File: config.mk
export PLATFORM = sky130hd
export DESIGN_NAME = swi_ctrl
export DESIGN_NICKNAME = d
export VERILOG_FILES = /design/src/rtl/swi_pkg.sv /design/src/rtl/swi_addr_decode.sv /design/src/rtl/swi_claim_arb.sv /design/src/rtl/swi_inservice.sv /design/src/rtl/swi_ctrl.sv
export SDC_FILE = /design/constraint.sdc
export NUM_CORES = 2
export LEC_CHECK = 0
export BUFFER_PORTS_ARGS = -buffer_cell sky130_fd_sc_hd__clkbuf_2
export CORE_UTILIZATION = 45
export DETAILED_ROUTE_END_ITERATION = 16
export PLACE_DENSITY = 0.59
export SYNTH_ARGS = -nofsm -noshare
export SYNTH_HDL_FRONTEND = slang
export SYNTH_SLANG_ARGS = --single-unit
File: constraint.sdc
create_clock -name clk -period 50.9 [get_ports clk]
set_input_delay 0 -clock clk [delete_from_list [all_inputs] [get_ports clk]]
set_output_delay 0 -clock clk [all_outputs]
set_load 0.1 [all_outputs]
File: src/rtl/swi_pkg.sv
package swi_pkg;

  typedef enum logic [2:0] {
    RK_NONE,
    RK_PEND,
    RK_PRIO,
    RK_EN,
    RK_CLAIM
  } reg_kind_e;

  typedef struct packed {
    reg_kind_e  kind;
    logic [7:0] idx;
  } reg_dec_t;

  // True when addr lies on sub-offset 'sub' of one of 'count' slots of size 'stride' from 'base'.
  function automatic logic slot_hit(logic [31:0] addr, logic [31:0] base,
                                    logic [31:0] stride, logic [31:0] count,
                                    logic [31:0] sub);
    logic [31:0] rel;
    rel = addr - base;
    return (addr >= base) && (rel < stride * count) && ((rel & (stride - 1)) == sub);
  endfunction

  // Slot index of addr within a region of power-of-two stride.
  function automatic logic [7:0] slot_idx(logic [31:0] addr, logic [31:0] base, int unsigned sh);
    logic [31:0] rel;
    rel = (addr - base) >> sh;
    return rel[7:0];
  endfunction

endpackage

File: src/rtl/swi_addr_decode.sv
module swi_addr_decode
  import swi_pkg::*;
#(
  parameter int ADDR_W    = 24,
  parameter int NUM_HARTS = 4,
  parameter int NUM_SRC   = 32
) (
  input  logic [ADDR_W-1:0] addr_i,
  output reg_dec_t          dec_o
);
  localparam logic [31:0] PEND_OFS   = 32'h0000_1000;
  localparam logic [31:0] EN_BASE    = 32'h0000_2000;
  localparam logic [31:0] EN_STRIDE  = 32'h0000_0080;
  localparam logic [31:0] CTX_BASE   = 32'h0020_0000;
  localparam logic [31:0] CTX_STRIDE = 32'h0000_1000;
  localparam logic [31:0] CLAIM_SUB  = 32'h0000_0004;
  localparam logic [31:0] HARTS_L    = 32'(NUM_HARTS);
  localparam logic [31:0] PRIO_END   = 32'(4 * NUM_SRC);

  logic [31:0] a;

  always_comb begin
    a     = 32'(addr_i);
    dec_o = '{kind: RK_NONE, idx: 8'd0};
    if (a == PEND_OFS) begin
      dec_o.kind = RK_PEND;
    end else if (a[1:0] == 2'b00 && a >= 32'd4 && a < PRIO_END) begin
      dec_o.kind = RK_PRIO;
      dec_o.idx  = slot_idx(a, 32'd0, 2);
    end else if (slot_hit(a, EN_BASE, EN_STRIDE, HARTS_L, 32'd0)) begin
      dec_o.kind = RK_EN;
      dec_o.idx  = slot_idx(a, EN_BASE, $clog2(EN_STRIDE));
    end else if (slot_hit(a, CTX_BASE, CTX_STRIDE, HARTS_L, CLAIM_SUB)) begin
      dec_o.kind = RK_CLAIM;
      dec_o.idx  = slot_idx(a, CTX_BASE, $clog2(CTX_STRIDE));
    end
  end
endmodule

File: src/rtl/swi_claim_arb.sv
module swi_claim_arb #(
  parameter int NUM_SRC = 32,
  parameter int PRIO_W  = 3,
  localparam int IDX_W  = $clog2(NUM_SRC)
) (
  input  logic [NUM_SRC-1:0]        cand_i,
  input  logic [NUM_SRC*PRIO_W-1:0] prio_i,
  output logic [IDX_W-1:0]          id_o
);
  logic [PRIO_W-1:0] best_p;

  // Strict greater-than keeps the lowest ID on ties; priority 0 never wins.
  always_comb begin
    best_p = '0;
    id_o   = '0;
    for (int i = 1; i < NUM_SRC; i++) begin
      if (cand_i[i] && prio_i[i*PRIO_W +: PRIO_W] > best_p) begin
        best_p = prio_i[i*PRIO_W +: PRIO_W];
        id_o   = IDX_W'(i);
      end
    end
  end
endmodule

File: src/rtl/swi_inservice.sv
module swi_inservice #(
  parameter int NUM_SRC = 32,
  localparam int IDX_W  = $clog2(NUM_SRC)
) (
  input  logic               clk,
  input  logic               rst_n,
  input  logic               claim_en,
  input  logic [IDX_W-1:0]   claim_id,
  input  logic               done_en,
  input  logic [31:0]        done_data,
  output logic [NUM_SRC-1:0] svc_o
);
  logic [NUM_SRC-1:0] svc_q;
  logic               done_ok;
  logic [IDX_W-1:0]   done_id;

  assign done_id = done_data[IDX_W-1:0];
  assign done_ok = done_en && (done_data < 32'(NUM_SRC)) && svc_q[done_id];
  assign svc_o   = svc_q;

  always_ff @(posedge clk or negedge rst_n) begin
    if (!rst_n) begin
      svc_q <= '0;
    end else begin
      if (claim_en && claim_id != '0) svc_q[claim_id] <= 1'b1;
      if (done_ok) svc_q[done_id] <= 1'b0;
    end
  end

  AST_CLAIM_MARKS_SERVICE: assert property (@(posedge clk) disable iff (!rst_n)
    (claim_en && claim_id != '0) |=> svc_q[$past(claim_id)]);

  AST_BAD_DONE_IGNORED: assert property (@(posedge clk) disable iff (!rst_n)
    (done_en && !claim_en && !(done_data < 32'(NUM_SRC) && svc_q[done_id])) |=> $stable(svc_q));
endmodule

File: src/rtl/swi_ctrl.sv
module swi_ctrl
  import swi_pkg::*;
#(
  parameter int ADDR_W       = 24,
  parameter int NUM_HARTS    = 4,
  parameter int SRC_PER_HART = 8,
  parameter int PRIO_W       = 3
) (
  input  logic                 clk,
  input  logic                 rst_n,
  input  logic                 bus_sel,
  input  logic                 bus_wr,
  input  logic [ADDR_W-1:0]    bus_addr,
  input  logic [31:0]          bus_wdata,
  output logic [31:0]          bus_rdata,
  output logic [NUM_HARTS-1:0] irq_o
);
  localparam int NUM_SRC = NUM_HARTS * SRC_PER_HART;
  localparam int IDX_W   = $clog2(NUM_SRC);
  localparam int HART_W  = (NUM_HARTS > 1) ? $clog2(NUM_HARTS) : 1;

  reg_dec_t dec;
  logic     rd_req, wr_req;

  logic [NUM_SRC-1:0]        pend_q;
  logic [NUM_SRC-1:0]        en_q   [NUM_HARTS];
  logic [PRIO_W-1:0]         prio_q [NUM_SRC];
  logic [NUM_SRC*PRIO_W-1:0] prio_flat;
  logic [NUM_SRC-1:0]        prio_nz;
  logic [NUM_SRC-1:0]        svc    [NUM_HARTS];
  logic [NUM_SRC-1:0]        cand   [NUM_HARTS];
  logic [IDX_W-1:0]          arb_id [NUM_HARTS];

  logic              claim_fire, claim_hit, done_fire, pend_wr;
  logic [HART_W-1:0] sel_tgt;
  logic [IDX_W-1:0]  claim_id;
  logic [IDX_W-1:0]  prio_idx;
  logic [31:0]       rd_val;

  swi_addr_decode #(.ADDR_W(ADDR_W), .NUM_HARTS(NUM_HARTS), .NUM_SRC(NUM_SRC)) u_dec (
    .addr_i (bus_addr),
    .dec_o  (dec)
  );

  assign rd_req     = bus_sel && !bus_wr;
  assign wr_req     = bus_sel && bus_wr;
  assign sel_tgt    = dec.idx[HART_W-1:0];
  assign prio_idx   = dec.idx[IDX_W-1:0];
  assign claim_fire = rd_req && dec.kind == RK_CLAIM;
  assign done_fire  = wr_req && dec.kind == RK_CLAIM;
  assign pend_wr    = wr_req && dec.kind == RK_PEND;
  assign claim_id   = claim_fire ? arb_id[sel_tgt] : '0;
  assign claim_hit  = claim_fire && claim_id != '0;

  generate
    for (genvar s = 0; s < NUM_SRC; s++) begin : g_src
      assign prio_flat[s*PRIO_W +: PRIO_W] = prio_q[s];
      assign prio_nz[s] = prio_q[s] != '0;
    end

    for (genvar t = 0; t < NUM_HARTS; t++) begin : g_tgt
      logic mine;
      assign mine    = HART_W'(t) == sel_tgt;
      assign cand[t] = pend_q & en_q[t] & ~svc[t];
      assign irq_o[t] = |(cand[t] & prio_nz);

      swi_claim_arb #(.NUM_SRC(NUM_SRC), .PRIO_W(PRIO_W)) u_arb (
        .cand_i (cand[t]),
        .prio_i (prio_flat),
        .id_o   (arb_id[t])
      );

      swi_inservice #(.NUM_SRC(NUM_SRC)) u_svc (
        .clk       (clk),
        .rst_n     (rst_n),
        .claim_en  (claim_fire && mine),
        .claim_id  (claim_id),
        .done_en   (done_fire && mine),
        .done_data (bus_wdata),
        .svc_o     (svc[t])
      );

      always_ff @(posedge clk or negedge rst_n) begin
        if (!rst_n) en_q[t] <= '0;
        else if (wr_req && dec.kind == RK_EN && mine) en_q[t] <= bus_wdata[NUM_SRC-1:0];
      end

      AST_IRQ_AGREES_ARB: assert property (@(posedge clk) disable iff (!rst_n)
        irq_o[t] == (arb_id[t] != '0));
    end
  endgenerate

  // Pending word: write-one-to-set, cleared only by a successful claim.
  always_ff @(posedge clk or negedge rst_n) begin
    if (!rst_n) begin
      pend_q <= '0;
    end else begin
      if (pend_wr) pend_q <= pend_q | bus_wdata[NUM_SRC-1:0];
      else if (claim_hit) pend_q[claim_id] <= 1'b0;
    end
  end

  always_ff @(posedge clk or negedge rst_n) begin
    if (!rst_n) begin
      for (int s = 0; s < NUM_SRC; s++) prio_q[s] <= '0;
    end else if (wr_req && dec.kind == RK_PRIO) begin
      prio_q[prio_idx] <= bus_wdata[PRIO_W-1:0];
    end
  end

  always_comb begin
    rd_val = '0;
    unique case (dec.kind)
      RK_PEND:  rd_val = 32'(pend_q);
      RK_PRIO:  rd_val = 32'(prio_q[prio_idx]);
      RK_EN:    rd_val = 32'(en_q[sel_tgt]);
      RK_CLAIM: rd_val = 32'(claim_id);
      default:  rd_val = '0;
    endcase
  end

  always_ff @(posedge clk or negedge rst_n) begin
    if (!rst_n) bus_rdata <= '0;
    else if (rd_req) bus_rdata <= rd_val;
  end

  AST_PEND_WRITE_NO_CLEAR: assert property (@(posedge clk) disable iff (!rst_n)
    pend_wr |=> ((pend_q & $past(pend_q)) == $past(pend_q)));

  AST_CLAIM_DROPS_PENDING: assert property (@(posedge clk) disable iff (!rst_n)
    claim_hit |=> !pend_q[$past(claim_id)]);

  AST_EMPTY_CLAIM_STILL: assert property (@(posedge clk) disable iff (!rst_n)
    (claim_fire && !claim_hit) |=> $stable(pend_q));

  AST_UNMAPPED_WRITE_NOOP: assert property (@(posedge clk) disable iff (!rst_n)
    (wr_req && dec.kind == RK_NONE) |=> ($stable(pend_q) && $stable(irq_o)));
endmodule

==> run metrics <==
Post-synth EDFFs=0; fillers=8378; worst hold path class=in2async; clk sink count=416; hpwl dp=153300 um; Peak supply drop=0.00002369 V; max frequency=20.95 MHz; Fin Clk Skew=0.04870 ns; die height=293.2 um; Slew headroom=0.1624; area of the mapped netlist=38170 um2; asr flop ratio synth=1.000; crit start category=flip-flop; Max Root-Sink Buffers=3; RSZ-0062 raised after global routing=no; final setup TNS=0 ns; Wirelength per Cell=32.57 um; initial core utilization=0.4553; commonest non-fill, non-tap cell in the layout=nand2_1; I/O pins=96; Critical Path Max Stage Delay=1.03 ns; root cell of the clock tree=clkbuf_16; placed inst area=39740 um2; initial antenna violation count=8; first-pass GRT wire length=281800 um; Post-synth top flop=dfrtp_1; DRC=0; Setup crit start=g_tgt[2].u_svc.svc_o[1]; Vias=42540; share of cells above drive strength 1=0.1367; Worst Hold Slack=-0.006575 ns; Synth top area share=0.2728; critical path type=reg2reg; Tcrit/Tclk final=0.9378; number of buffers added on ports=95; Total Wirelength=198200 um; Synth area leaders=dfrtp_1, mux2_2, nand2_1; vias in the first global route=39320; crit-path most repeated cell=nor2_1; drt initial violations=5621; Syn. warnings=0; first drt pass iteration count=6; post-synthesis sequential area ratio=0.2728; worst slew pin tran=1.246 ns; status=complete, but fails checks; Worst R2R Start=g_tgt[2].u_svc.svc_o[1]; Leak=0.01837 uW; Clk Latency, worst-skew pair=0.66 ns; most frequent cells in the layout=nand2_1, nor2_1, a21oi_1, dfrtp_1, o21ai_0; die width=293.2 um; row count=106; vias per cell=6.988; crit end category=flip-flop; failing checks=hold timing; Distinct cells, synth=114; Yosys reg bits=416; Critical Path RT=51.45 ns; Cell Pwr Density=17.79 nW/um2; final net count=5122; post-route ant nets=0; Final Setup Violations=0; Post-Syn Instances=4920; Final Hold Vio Count=5; max_cap viols=0; die area=85980 um2; Clock transition at path regs=0.06 ns; min Tclk post-route=47.73 ns; Worst Path Max Fanout=10; Non-Filler Instances=6087; area leader, netlist=dfrtp_1; Synth Net Count=5130; H-tree levels=2; cts bufs inserted=50; Critical Path AT=48.28 ns; CTS tree=done; largest net degree at the start of global routing=101; Final Wtd Congestion=1.078; max-slew violations=0; GRT Total Usage=0.4500; Post-Place Cells=5959; Remaining Overflow, GRT=0; design area=41840 um2; crit path max-delay cell type=o31ai_1; core area=83820 um2; synthesis-to-finish area growth=9.635%; mean post-synth cell area=7.757 um2
cell type report:
cell class	instances	area, um2	share of cell area
antenna	2	5.005	0.0001196
inverter	135	506.7	0.01211
multi-input combinational	4098	26310	0.6287
sequential	416	10410	0.2488
timing repair buffer	211	1449	0.03463
clock inverter	19	291.5	0.006967
clock buffer	72	1455	0.03478
tap	1134	1419	0.03391
metal layers:
metal  GRT usage  share of wire  vias to the layer above
li1            -              -                    18390
met1      0.6046           0.40                    20770
met2      0.6428           0.40                     2859
met3      0.1514           0.14                      513
met4      0.2194          0.057                        8
met5           0        0.00027                        -
power by group:
group          internal (uW)  switching [uW]  total [uW]
Sequential               331        0.000184         331
Combinational           6.58            19.9        26.5
Clock                    225             162         387
Total                    563             182         744
logic make-up (layout without fill, tap and decap cells):
group | after synthesis | after routing | share of synthesized area
buffers and inverters | 406 | 437 | 0.04150
other | 0 | 2 | 0
DFF | 416 | 416 | 0.2728
muxes | 283 | 283 | 0.09300
adders and majority gates | 215 | 215 | 0.06629
and+or+nand+nor | 2007 | 2007 | 0.2522
AOI/OAI and AO/OA | 1591 | 1591 | 0.2738
xor gates and xnor gates | 2 | 2 | 0.0004590
timing repair:
item	in CTS	in global routing
hold endpoints to repair	260	0
resized for setup	0	2
hold buffers	35	0
buffers inserted	0	0
endpoints found under the setup margin	0	40
critical path: cells and delay by family (launching register included):
kind | cells | cell delay, ns
fa+ha+maj | 47 | 14.15
mux | 8 | 2.91
flops | 1 | 0.45
simple gates | 72 | 12.72
buf+inv | 4 | 0.41
compound gates | 70 | 16.97
cells in the mapped netlist, drive strengths merged (65+ instances only):
cell type,instances
nand2,691
nor2,488
a21oi,459
dfrtp,416
o21ai,304
mux2,235
clkbuf,221
nand3,201
ha,150
a31oi,145
inv,132
nor3,118
and2,78
and3,65
maj3,65
o211ai,65
worst paths after layout:
check | end | slack [ns] | depth (start not counted)
min reg2reg | prio_flat[1] | 0.41 | 0
max in group asynchronous | g_tgt[0].u_svc.svc_o[29] | 48.66 | 4
max | g_tgt[3].u_svc.svc_o[1] | 3.17 | 201
min | bus_rdata[11] | -0.007 | 2
min in group clk | prio_flat[53] | 0.12 | 4
max reg2reg | g_tgt[3].u_svc.svc_o[1] | 3.17 | 201
flip-flops by register name, indices dropped and copies added, names as in the netlist:
name and count:
prio_flat 96, pend_q 32, en_q 128, bus_rdata 32
g_tgt.u_svc.svc_o 128
metrics by stage:
| stage | util | worst slack (ns) | total power [uW] |
|---|---|---|---|
| after global placement | 0.4741 | 3.738 | 361.0 |
| after global routing | 0.4991 | 0.1349 | 760.3 |
| after floorplan | - | 11.03 | 344.1 |
| after detailed placement | 0.4741 | 3.909 | 361.0 |
| after CTS | 0.4991 | 3.742 | 747.6 |
| final | 0.4992 | 3.166 | 744.4 |
Note: power is estimated with default switching activity, not from simulation.
